===== src/rtl/irqp_pkg.sv =====
package irqp_pkg;

    typedef enum logic [1:0] {
        IRQK_SW    = 2'd0,
        IRQK_EDGE  = 2'd1,
        IRQK_LEVEL = 2'd2,
        IRQK_NMI   = 2'd3
    } irqk_e;

    // Next value of one pending bit, chosen by the kind of its line.
    function automatic logic irqk_next(irqk_e kind, logic cur, logic set_r,
                                       logic clr_r, logic rise, logic take,
                                       logic lvl);
        logic nxt;
        case (kind)
            IRQK_SW:    nxt = (cur & ~clr_r) | set_r;   // set beats clear
            IRQK_EDGE:  nxt = (cur & ~clr_r) | rise;    // new edge beats clear
            IRQK_LEVEL: nxt = lvl;
            default:    nxt = (cur & ~take) | rise;     // non-maskable kind
        endcase
        return nxt;
    endfunction

endpackage


===== src/rtl/irqp_edge_cap.sv =====
module irqp_edge_cap #(
    parameter int          WIDTH    = 32,
    parameter logic [31:0] CAP_MASK = 32'h0001_00F0
) (
    input  logic             clk,
    input  logic             rst_n,
    input  logic [WIDTH-1:0] hw_in,
    output logic [WIDTH-1:0] rise
);
    localparam logic [WIDTH-1:0] CapM = CAP_MASK[WIDTH-1:0];

    typedef struct packed {
        logic [WIDTH-1:0] prev;
    } cap_st_t;

    cap_st_t st_d, st_q;

    always_comb begin
        st_d      = st_q;
        st_d.prev = hw_in & CapM;
    end

    always_ff @(posedge clk or negedge rst_n) begin
        if (!rst_n) st_q <= '0;
        else        st_q <= st_d;
    end

    assign rise = hw_in & CapM & ~st_q.prev;

endmodule


===== src/rtl/irqp_pend_core.sv =====
module irqp_pend_core
    import irqp_pkg::*;
#(
    parameter int          WIDTH     = 32,
    parameter logic [31:0] SW_MASK   = 32'h0000_000F,
    parameter logic [31:0] EDGE_MASK = 32'h0000_00F0,
    parameter logic [31:0] NMI_MASK  = 32'h0001_0000
) (
    input  logic             clk,
    input  logic             rst_n,
    input  logic [WIDTH-1:0] set_req,
    input  logic [WIDTH-1:0] clr_req,
    input  logic [WIDTH-1:0] rise,
    input  logic             take,
    input  logic [WIDTH-1:0] lvl_in,
    output logic [WIDTH-1:0] pend
);
    localparam logic [WIDTH-1:0] SwM   = SW_MASK[WIDTH-1:0];
    localparam logic [WIDTH-1:0] EdgeM = EDGE_MASK[WIDTH-1:0];
    localparam logic [WIDTH-1:0] NmiM  = NMI_MASK[WIDTH-1:0];
    localparam logic [WIDTH-1:0] LvlM  = ~(SwM | EdgeM | NmiM);

    typedef struct packed {
        logic [WIDTH-1:0] pend;
    } pend_st_t;

    pend_st_t st_d, st_q;
    irqk_e    kind [WIDTH];

    always_comb begin
        for (int i = 0; i < WIDTH; i++) begin
            if (SwM[i])        kind[i] = IRQK_SW;
            else if (EdgeM[i]) kind[i] = IRQK_EDGE;
            else if (NmiM[i])  kind[i] = IRQK_NMI;
            else               kind[i] = IRQK_LEVEL;
        end
    end

    always_comb begin
        st_d = st_q;
        for (int i = 0; i < WIDTH; i++) begin
            st_d.pend[i] = irqk_next(kind[i], st_q.pend[i], set_req[i],
                                     clr_req[i], rise[i], take, lvl_in[i]);
        end
    end

    always_ff @(posedge clk or negedge rst_n) begin
        if (!rst_n) st_q <= '0;
        else        st_q <= st_d;
    end

    assign pend = st_q.pend;

    // Level lines mirror the input of the previous edge.
    assert_level_track_R7: assert property (@(posedge clk) disable iff (!rst_n)
        $past(rst_n) |-> ((pend & LvlM) == ($past(lvl_in) & LvlM)));

    // A software bit only rises after a set request named it.
    assert_sw_rise_needs_set_R2: assert property (@(posedge clk) disable iff (!rst_n)
        $past(rst_n) |-> ((pend & ~$past(pend) & SwM & ~$past(set_req)) == '0));

    // Edge and non-maskable bits only rise after a captured input edge.
    assert_latch_needs_rise_R3: assert property (@(posedge clk) disable iff (!rst_n)
        $past(rst_n) |-> ((pend & ~$past(pend) & (EdgeM | NmiM) & ~$past(rise)) == '0));

    // Non-maskable bits only fall when the dispatcher took the interrupt.
    assert_nmi_fall_needs_take_R5: assert property (@(posedge clk) disable iff (!rst_n)
        $past(rst_n) && !$past(take) |-> ((~pend & $past(pend) & NmiM) == '0));

endmodule


===== src/rtl/irqp_typed_pending.sv =====
module irqp_typed_pending #(
    parameter int          WIDTH     = 32,
    parameter logic [31:0] SW_MASK   = 32'h0000_000F,
    parameter logic [31:0] EDGE_MASK = 32'h0000_00F0,
    parameter logic [31:0] NMI_MASK  = 32'h0001_0000
) (
    input  logic             clk,
    input  logic             rst_n,
    input  logic             sw_set_vld,
    input  logic [WIDTH-1:0] sw_set_mask,
    input  logic             sw_clr_vld,
    input  logic [WIDTH-1:0] sw_clr_mask,
    input  logic             en_wr_vld,
    input  logic [WIDTH-1:0] en_wr_data,
    input  logic [WIDTH-1:0] hw_lines,
    input  logic             nmi_take,
    output logic [WIDTH-1:0] pend_vec,
    output logic [WIDTH-1:0] en_vec,
    output logic [WIDTH-1:0] pend_en_vec
);
    localparam logic [31:0]      CapMask = EDGE_MASK | NMI_MASK;
    localparam logic [WIDTH-1:0] SwM     = SW_MASK[WIDTH-1:0];
    localparam logic [WIDTH-1:0] ClrM    = SW_MASK[WIDTH-1:0] | EDGE_MASK[WIDTH-1:0];

    typedef struct packed {
        logic [WIDTH-1:0] en;
    } top_st_t;

    top_st_t          st_d, st_q;
    logic [WIDTH-1:0] set_req, clr_req, rise;

    always_comb begin
        st_d    = st_q;
        set_req = sw_set_vld ? (sw_set_mask & SwM)  : '0;
        clr_req = sw_clr_vld ? (sw_clr_mask & ClrM) : '0;
        if (en_wr_vld) st_d.en = en_wr_data;
    end

    always_ff @(posedge clk or negedge rst_n) begin
        if (!rst_n) st_q <= '0;
        else        st_q <= st_d;
    end

    irqp_edge_cap #(
        .WIDTH    (WIDTH),
        .CAP_MASK (CapMask)
    ) u_cap (
        .clk   (clk),
        .rst_n (rst_n),
        .hw_in (hw_lines),
        .rise  (rise)
    );

    irqp_pend_core #(
        .WIDTH     (WIDTH),
        .SW_MASK   (SW_MASK),
        .EDGE_MASK (EDGE_MASK),
        .NMI_MASK  (NMI_MASK)
    ) u_core (
        .clk     (clk),
        .rst_n   (rst_n),
        .set_req (set_req),
        .clr_req (clr_req),
        .rise    (rise),
        .take    (nmi_take),
        .lvl_in  (hw_lines),
        .pend    (pend_vec)
    );

    assign en_vec      = st_q.en;
    assign pend_en_vec = pend_vec & st_q.en;

    // Enable register holds its value unless written.
    assert_en_hold_R11: assert property (@(posedge clk) disable iff (!rst_n)
        $past(rst_n) && !$past(en_wr_vld) |-> $stable(en_vec));

endmodule


===== config.mk =====
export PLATFORM = sky130hd
export DESIGN_NAME = irqp_typed_pending
export DESIGN_NICKNAME = d
export VERILOG_FILES = /design/src/rtl/irqp_pkg.sv /design/src/rtl/irqp_edge_cap.sv /design/src/rtl/irqp_pend_core.sv /design/src/rtl/irqp_typed_pending.sv
export SDC_FILE = /design/constraint.sdc
export NUM_CORES = 1
export LEC_CHECK = 0
export CAP_MARGIN = 10
export CORE_MARGIN = 2
export CORE_UTILIZATION = 34
export CTS_CLUSTER_DIAMETER = 40
export DETAILED_ROUTE_END_ITERATION = 12
export PLACE_DENSITY = 0.86
export SLEW_MARGIN = 10
export SYNTH_ARGS = -nofsm -noshare
export SYNTH_HDL_FRONTEND = slang
export SYNTH_SLANG_ARGS = --single-unit
export TNS_END_PERCENT = 20

===== constraint.sdc =====
create_clock -name clk -period 1.6 [get_ports clk]
set_input_delay 0.32 -clock clk [delete_from_list [all_inputs] [get_ports clk]]
set_output_delay 0.32 -clock clk [all_outputs]
set_load 0.01 [all_outputs]

======== Yosys cells after proc, flatten, opt, wreduce, memory -nomap -nowiden ========
Cells that the tools add are included.
storage, ports and cells
  register bits after elaboration ......... 69
  bits in latches ......................... 0
  memory bits (writable) .................. 0
  bits in read-only memories .............. 0
  input bits .............................. 134
  word-level logic and storage cells ...... 35
  memories kept ........................... 0
operators by class
  add/sub/neg operators ................... 0
  multipliers ............................. 0
  div/mod/pow operators ................... 0
  $lt $le $gt $ge ......................... 0
  equality and inequality tests ........... 0
  shifts and indexed selects .............. 0
  muxes and demuxes ....................... 2
  bitwise operators ....................... 30
  reductions and logical operators ........ 0
operators with widths
  cell               number
  32-bit AND         1
  17-bit AND         1
  17-bit NOT         1
  1-bit AND          9
  1-bit NOT          9
  1-bit bitwise OR   9
  8-bit two-way mux  1
  4-bit two-way mux  1

======== Longest topological paths before layout ========
Gate-level depths: netlist of the first run.
  depth after elaboration ................. 4
  gate-level depth with buffers ........... 3

======== By module ========
A second synthesis of the first run with hierarchy kept.
unflattened totals
  cell total of the unflattened synthesis .. 201
  area total of the unflattened synthesis .. 2,926.6 µm²
by module, submodules not included
  module              instances  cells each  area an instance (µm²)  seq. area each (µm²)
  irqp_typed_pending  1          113         1,624.1                 800.8
  irqp_pend_core      1          50          902.1                   800.8
  irqp_edge_cap       1          38          400.4                   125.1

======== Least setup slack after synthesis of the first run ========
OpenSTA, ideal clock, no wires.
  path kind ............................... input to register
  start ................................... input en_wr_vld
  end ..................................... register st_q (netlist bit en_vec[0])
  arrival ................................. 862 ps
  required time ........................... 1,475 ps
  setup slack ............................. 613 ps
  stages .................................. 3
  buffers on the path ..................... 2
  cells stage by stage .................... buf_6 buf_12 mux2_4
RTL lines
  what                    RTL line                  text
  start: declaration      irqp_typed_pending.sv:13  input logic en_wr_vld,
  end signal: assignment  irqp_typed_pending.sv:41  else st_q <= st_d;
  end: declaration        irqp_typed_pending.sv:29  top_st_t st_d, st_q;
No word-level cell between the ends.

======== Worst setup path after layout of the first run ========
  start ................................... register st_q (netlist bit en_vec[1])
  end ..................................... output en_vec[1]
RTL lines
  what              RTL line                  text
  end: declaration  irqp_typed_pending.sv:18  output logic [WIDTH-1:0] en_vec,
No word-level cell between the ends.

==> results of run 1 <==
flip-flops by register name, summed over array words and instances, names as in the netlist:
name	flops
en_vec	32
u_core.pend	32
u_cap.st_q	5
logic make-up (layout without fill, tap and decap cells):
logic type             Yosys count  in the layout
muxes                           32             32
DFF                             69             69
buffers and inverters           11            199
and+or+nand+nor                 40             40
AOI/OAI and AO/OA                9              9
cell type report:
| cell class | count | area [um2] |
|---|---|---|
| Inverter | 6 | 22.52 |
| Multi-Input combinational cell | 81 | 779.5 |
| Fill cell | 560 | 2714 |
| Sequential cell | 69 | 1727 |
| Clock inverter | 2 | 10.01 |
| Tap cell | 99 | 123.9 |
| Timing Repair Buffer | 179 | 1799 |
| Clock buffer | 12 | 155.1 |
Yosys cell counts, drive strengths merged:
master	number	area (um2)
o22ai	1	6.260
nand2	8	30.03
a22o	8	70.07
and2	32	200.2
buf	5	76.32
mux2	32	473.0
dfrtp	69	1727
inv	6	22.52
final timing paths:
| kind | startpoint | end | slack, ps |
|---|---|---|---|
| max | en_vec[1]$_DFFE_PN0P_ | en_vec[1] | 40 |
| min | rst_n | en_vec[16]$_DFFE_PN0P_ | 20 |
| max reg2reg | en_vec[5]$_DFFE_PN0P_ | en_vec[5]$_DFFE_PN0P_ | 690 |
| min reg2reg | u_cap.st_q[16]$_DFF_PN0_ | u_core.pend[16]$_DFF_PN0_ | 420 |
| max in group asynchronous | rst_n | u_cap.st_q[6]$_DFF_PN0_ | 1310 |
| min in group clk | u_cap.st_q[16]$_DFF_PN0_ | u_core.pend[16]$_DFF_PN0_ | 420 |
per-layer routing:
metal  track usage [%]  vias up
met5                 0        -
met4             6.439        0
met3             4.481        9
met2             27.08      113
met1             19.34      964
li1                  -      904
what timing repair did:
action,CTS,global route
endpoints found under the setup margin,44,25
hold endpoints to repair,0,0
buffers inserted,4,0
gates resized for setup,43,25
per-stage QoR:
stage / power [mW] / area [um2] / util [%] / worst slack (ps)
after CTS: 4.211 / 4554 / 62.13 / 0.6147
after global placement: 3.010 / 4414 / 60.22 / 221.7
after global routing: 4.315 / 4617 / 62.98 / 0.04274
final: 4.122 / 4617 / 62.98 / 37.06
after floorplan: 2.352 / 2605 / - / 612.8
after detailed placement: 3.034 / 4414 / 60.22 / 165.4
power breakdown:
group	switching (mW)	internal, mW	leakage (nW)
sequential	0.103	1.89	0.803
clock	0.581	0.626	0.0881
combinational	0.321	0.604	1.47
==> out/qor.txt, run 1 <==
Cell area after synthesis -> 2605 um2
Num CTS Buffers -> 9
Required @ worst endpoint -> 1280 ps
Hold bufs inserted after CTS -> 0
Adder-cell share of the synthesized area -> 0%
WL met3 -> 533 um
Detailed-route via count -> 1990
Placed cells -> 430
Antenna-violating nets left -> 0
Bufs on Longest Clock Path -> 2
Slew @ Worst Pin -> 343.6 ps
Synth warn -> 0
VDD IR max -> 0.4543 mV
Met2 WL -> 3.305 mm
Synth Area in Simple Gates -> 8.838%
WP data arrival -> 1240 ps
Final GP Congestion -> 0.7166
Post-route clock period utilization -> 97.68%
Type of origin of the critical path -> flip-flop
Largest family of logic cells by synthesized area -> multiplexers
Max transition margin -> 77.09%
Clock Latency Late Sink -> 320 ps
Max_cap viols -> 0
# setup viols final -> 0
Drt wl/cell -> 14.73 um
Vias in the first global route -> 2120
Die area -> 8378 um2
Largest stage delay, worst path -> 550 ps
Max Used Layer -> met4
Row cnt -> 31
Post-synth cell types -> 11
Final hold vios -> 0
RSZ-0062 raised after global routing -> no
Post-Syn Instances -> 161
Leak -> 2.363 nW
Peak Freq -> 639.8 MHz
Total Routing Usage GR -> 16.06%
Post-Route Skew -> 3.973 ps
Slowest library cell on the worst path -> clkdlybuf4s50_1
Largest net degree at the start of global routing -> 70
Detailed Routing Iterations Pass 1 -> 4
Leading cell types in the layout, fill and taps excluded -> clkdlybuf4s50_1, dfrtp_1, dlygate4sd2_1
Core area -> 7331 um2
Setup TNS -> 0 ps
Minimum clock period -> 1563 ps
TritonCTS clock tree -> done
Chip Width -> 91.53 um
Commonest non-fill, non-tap cell in the layout -> clkdlybuf4s50_1
Total I/O pin count -> 230
Mux cell area share after synthesis -> 18.16%
Complex-gate fraction of the synthesized area -> 2.930%
R2R depth -> 2
First-pass GRT wire length -> 10.41 mm
Syn nets -> 295
Syn avg cell area -> 16.18 um2
Slew Viols, Final -> 0
Critical path buffers and inverters -> 1
Register bit total from synthesis -> 69
Min Hold Slack -> 18.17 ps
Die Y -> 91.53 um
Status -> completed
XOR/XNOR Fraction of Synth Area -> 0%
Met1 WL -> 2.671 mm
CP Cell Sequence -> clkdlybuf4s50_1
CP Capture Type -> primary output
Initial Util -> 35.54%
Ant diodes -> 0
Critical path's top delay family -> buffers and inverters
Crit-path max FO -> 3
Clock Sinks -> 69
HP Class -> in -> async
Worst-path clk slew -> 70 ps
Sequential fraction of the synthesis area -> 66.28%
Final Non-Filler Cells -> 448
Share of cells above drive strength 1 -> 15.47%
Setup CP Type -> reg -> out
CTS root buf -> clkbuf_8
Area delta synth->final -> 77.23%
Net count, final -> 480
Antenna violations before repair -> 0
Post-DP HPWL -> 4.905 mm
H-tree levels -> 3
DRC violation total after the first TritonRoute iteration -> 39
Power Dens Cells -> 892.9 nW/um2
Critical Path Stages -> 1
Detailed-route vias per instance -> 4.442
PortBufs -> 173
Post-route DRC -> 0
Grt total ovfl -> 0
Post-detailed-routing wire length -> 6.601 mm
Note: power is estimated with default switching activity, not from simulation.
==> run 2: changes to the inputs <==
--- a/config.mk
+++ b/config.mk
@@ -5,11 +5,13 @@
 export SDC_FILE = /design/constraint.sdc
 export NUM_CORES = 1
 export LEC_CHECK = 0
+export ABC_AREA = 0
 export CAP_MARGIN = 10
 export CORE_MARGIN = 2
 export CORE_UTILIZATION = 34
 export CTS_CLUSTER_DIAMETER = 40
 export DETAILED_ROUTE_END_ITERATION = 12
+export HOLD_SLACK_MARGIN = 0.03
 export PLACE_DENSITY = 0.86
 export SLEW_MARGIN = 10
 export SYNTH_ARGS = -nofsm -noshare
==> run 2 against run 1 <==
  * Worst hold slack gained 400 ps
  * Critical endpoint unchanged
  * Fmax is essentially flat
  * First-iteration DRC count shrank 5.1%
  * Sequential share of layout area shrank 0.081 points
  * Count of clock-buffer cells in the layout is the same
  * Sequential cell count is the same
  * Via count grew 0.20%
  * Critical path depth is the same
==> out/qor.txt, run 2 (synthesis results as in run 1) <==
Critical path's top delay family -> buffers and inverters
CTS root buf -> clkbuf_8
Area delta synth->final -> 77.62%
PortBufs -> 173
Detailed Routing Iterations Pass 1 -> 4
Drt wl/cell -> 14.73 um
Type of origin of the critical path -> flip-flop
Worst-path clk slew -> 70 ps
# fillers -> 558
Seq pwr share -> 48.3%
Critical Path Stages -> 1
Max_cap viols -> 0
Detailed-route vias per instance -> 4.441
Vias in the first global route -> 2121
First-pass GRT wire length -> 10.42 mm
FF/Latch Area -> 1727 um2
Multi-input logic area -> 779.5 um2
Pwr Total -> 4.125 mW
HP Class -> reg -> reg
Leak -> 2.367 nW
Row cnt -> 31
Slew @ Worst Pin -> 343.9 ps
TritonCTS clock tree -> done
Minimum clock period -> 1563 ps
Die Y -> 91.53 um
Post-route clock period utilization -> 97.68%
Post-Route Skew -> 4.149 ps
Grt total ovfl -> 0
Power Dens Cells -> 891.5 nW/um2
Net switching power -> 1.005 mW
Final GP Congestion -> 0.7166
Peak Freq -> 639.8 MHz
Comb power frac -> 22.5%
Slew Viols, Final -> 0
R2R depth -> 2
Post-detailed-routing wire length -> 6.616 mm
Num CTS Buffers -> 9
Pre-CTS setup slack -> 165.4 ps
CP Cell Sequence -> clkdlybuf4s50_1
CP Capture Type -> primary output
Critical path buffers and inverters -> 1
Initial Util -> 35.54%
Setup TNS -> 0 ps
Clock Power Share -> 29.3%
Slowest library cell on the worst path -> clkdlybuf4s50_1
Antenna-violating nets left -> 0
Reg2reg end -> en_vec[5]$_DFFE_PN0P_
Worst setup path end -> en_vec[1]
Leading cell types in the layout, fill and taps excluded -> clkdlybuf4s50_1, dfrtp_1, dlygate4sd2_1
Detailed-route via count -> 1994
Largest net degree at the start of global routing -> 70
Bufs on Longest Clock Path -> 2
VDD IR max -> 0.4543 mV
RSZ-0062 raised after global routing -> no
Reg2reg setup slack -> 690 ps
Total Routing Usage GR -> 16.08%
Total I/O pin count -> 230
Final setup margin -> 37.11 ps
Setup crit start -> en_vec[1]$_DFFE_PN0P_
Die area -> 8378 um2
Antenna violations before repair -> 0
Internal power -> 3.119 mW
Worst R2R Start -> en_vec[5]$_DFFE_PN0P_
DRC violation total after the first TritonRoute iteration -> 37
Status -> completed
# setup viols final -> 0
Ant diodes -> 0
Commonest non-fill, non-tap cell in the layout -> clkdlybuf4s50_1
Share of cells above drive strength 1 -> 15.43%
Largest stage delay, worst path -> 550 ps
H-tree levels -> 3
Net count, final -> 481
Required @ worst endpoint -> 1280 ps
Crit-path max FO -> 3
Setup CP Type -> reg -> out
Switching Share -> 24.38%
Final hold vios -> 0
Chip Width -> 91.53 um
Post-DP HPWL -> 4.905 mm
Post-route DRC -> 0
Clock Sinks -> 69
Clock Latency Late Sink -> 320 ps
Min Hold Slack -> 422.8 ps
Core area -> 7331 um2
Max transition margin -> 77.08%
WP data arrival -> 1240 ps
[run 2: cell count changes in the layout (fill, tap and decap cells not counted), sizes merged]
| cell | change |
|---|---|
| dlygate4sd3 | +1 |
[run 2: through the flow]
step	util, %	cell area (um2)	std cells
4_1_cts	62.26	4564	449
6_report	63.12	4627	449
5_1_grt	63.12	4627	449
3_5_place_dp	60.22	4414	430
3_3_place_gp	60.22	4414	430
2_1_floorplan	-	2605	161
[run 2: power by group through the flow]
stage          Sequential, mW  Clock, mW  Combinational (mW)
3_5_place_dp             2.03          0                1.01
5_1_grt                  2.01       1.32               0.987
3_3_place_gp             2.02          0               0.990
6_report                 1.99       1.21               0.928
2_1_floorplan            2.07          0               0.285
4_1_cts                  2.00       1.26               0.958
[run 2: layout make-up]
cell class | instances | area share, %
tap | 99 | 2.677
clock inverter | 2 | 0.2163
inverter | 6 | 0.4867
sequential | 69 | 37.32
clock buffer | 12 | 3.353
timing repair buffer | 180 | 39.10
multi-input combinational | 81 | 16.85
[run 2: repair_timing]
item / CTS / global route
gates cloned: 0 / 0
gates resized for setup: 43 / 25
buffers inserted: 4 / 0
hold buffers: 1 / 0
endpoints found under the setup margin: 44 / 25
endpoints found under the hold margin: 69 / 0
[run 2: worst min path at each step]
stage                                   from                         to  slack, ps  cells after the start
CTS                             hw_lines[12]  u_core.pend[12]$_DFF_PN0_        410                      1
detailed placement                     rst_n   u_cap.st_q[16]$_DFF_PN0_        370                      2
finish              u_cap.st_q[16]$_DFF_PN0_  u_core.pend[16]$_DFF_PN0_        420                      1
floorplan                              rst_n      en_vec[0]$_DFFE_PN0P_         20                      0
global placement                       rst_n  u_core.pend[26]$_DFF_PN0_        370                      2
global route                    hw_lines[13]  u_core.pend[13]$_DFF_PN0_        410                      1
[run 2: routing by layer]
metal  vias to the layer above  global-route usage (%)  wire length (um)
met4                         0                   6.439                91
met2                       113                   27.08              3304
met1                       967                   19.34              2687
li1                        905                       -                 -
met5                         -                       0                 0
met3                         9                   4.564               533
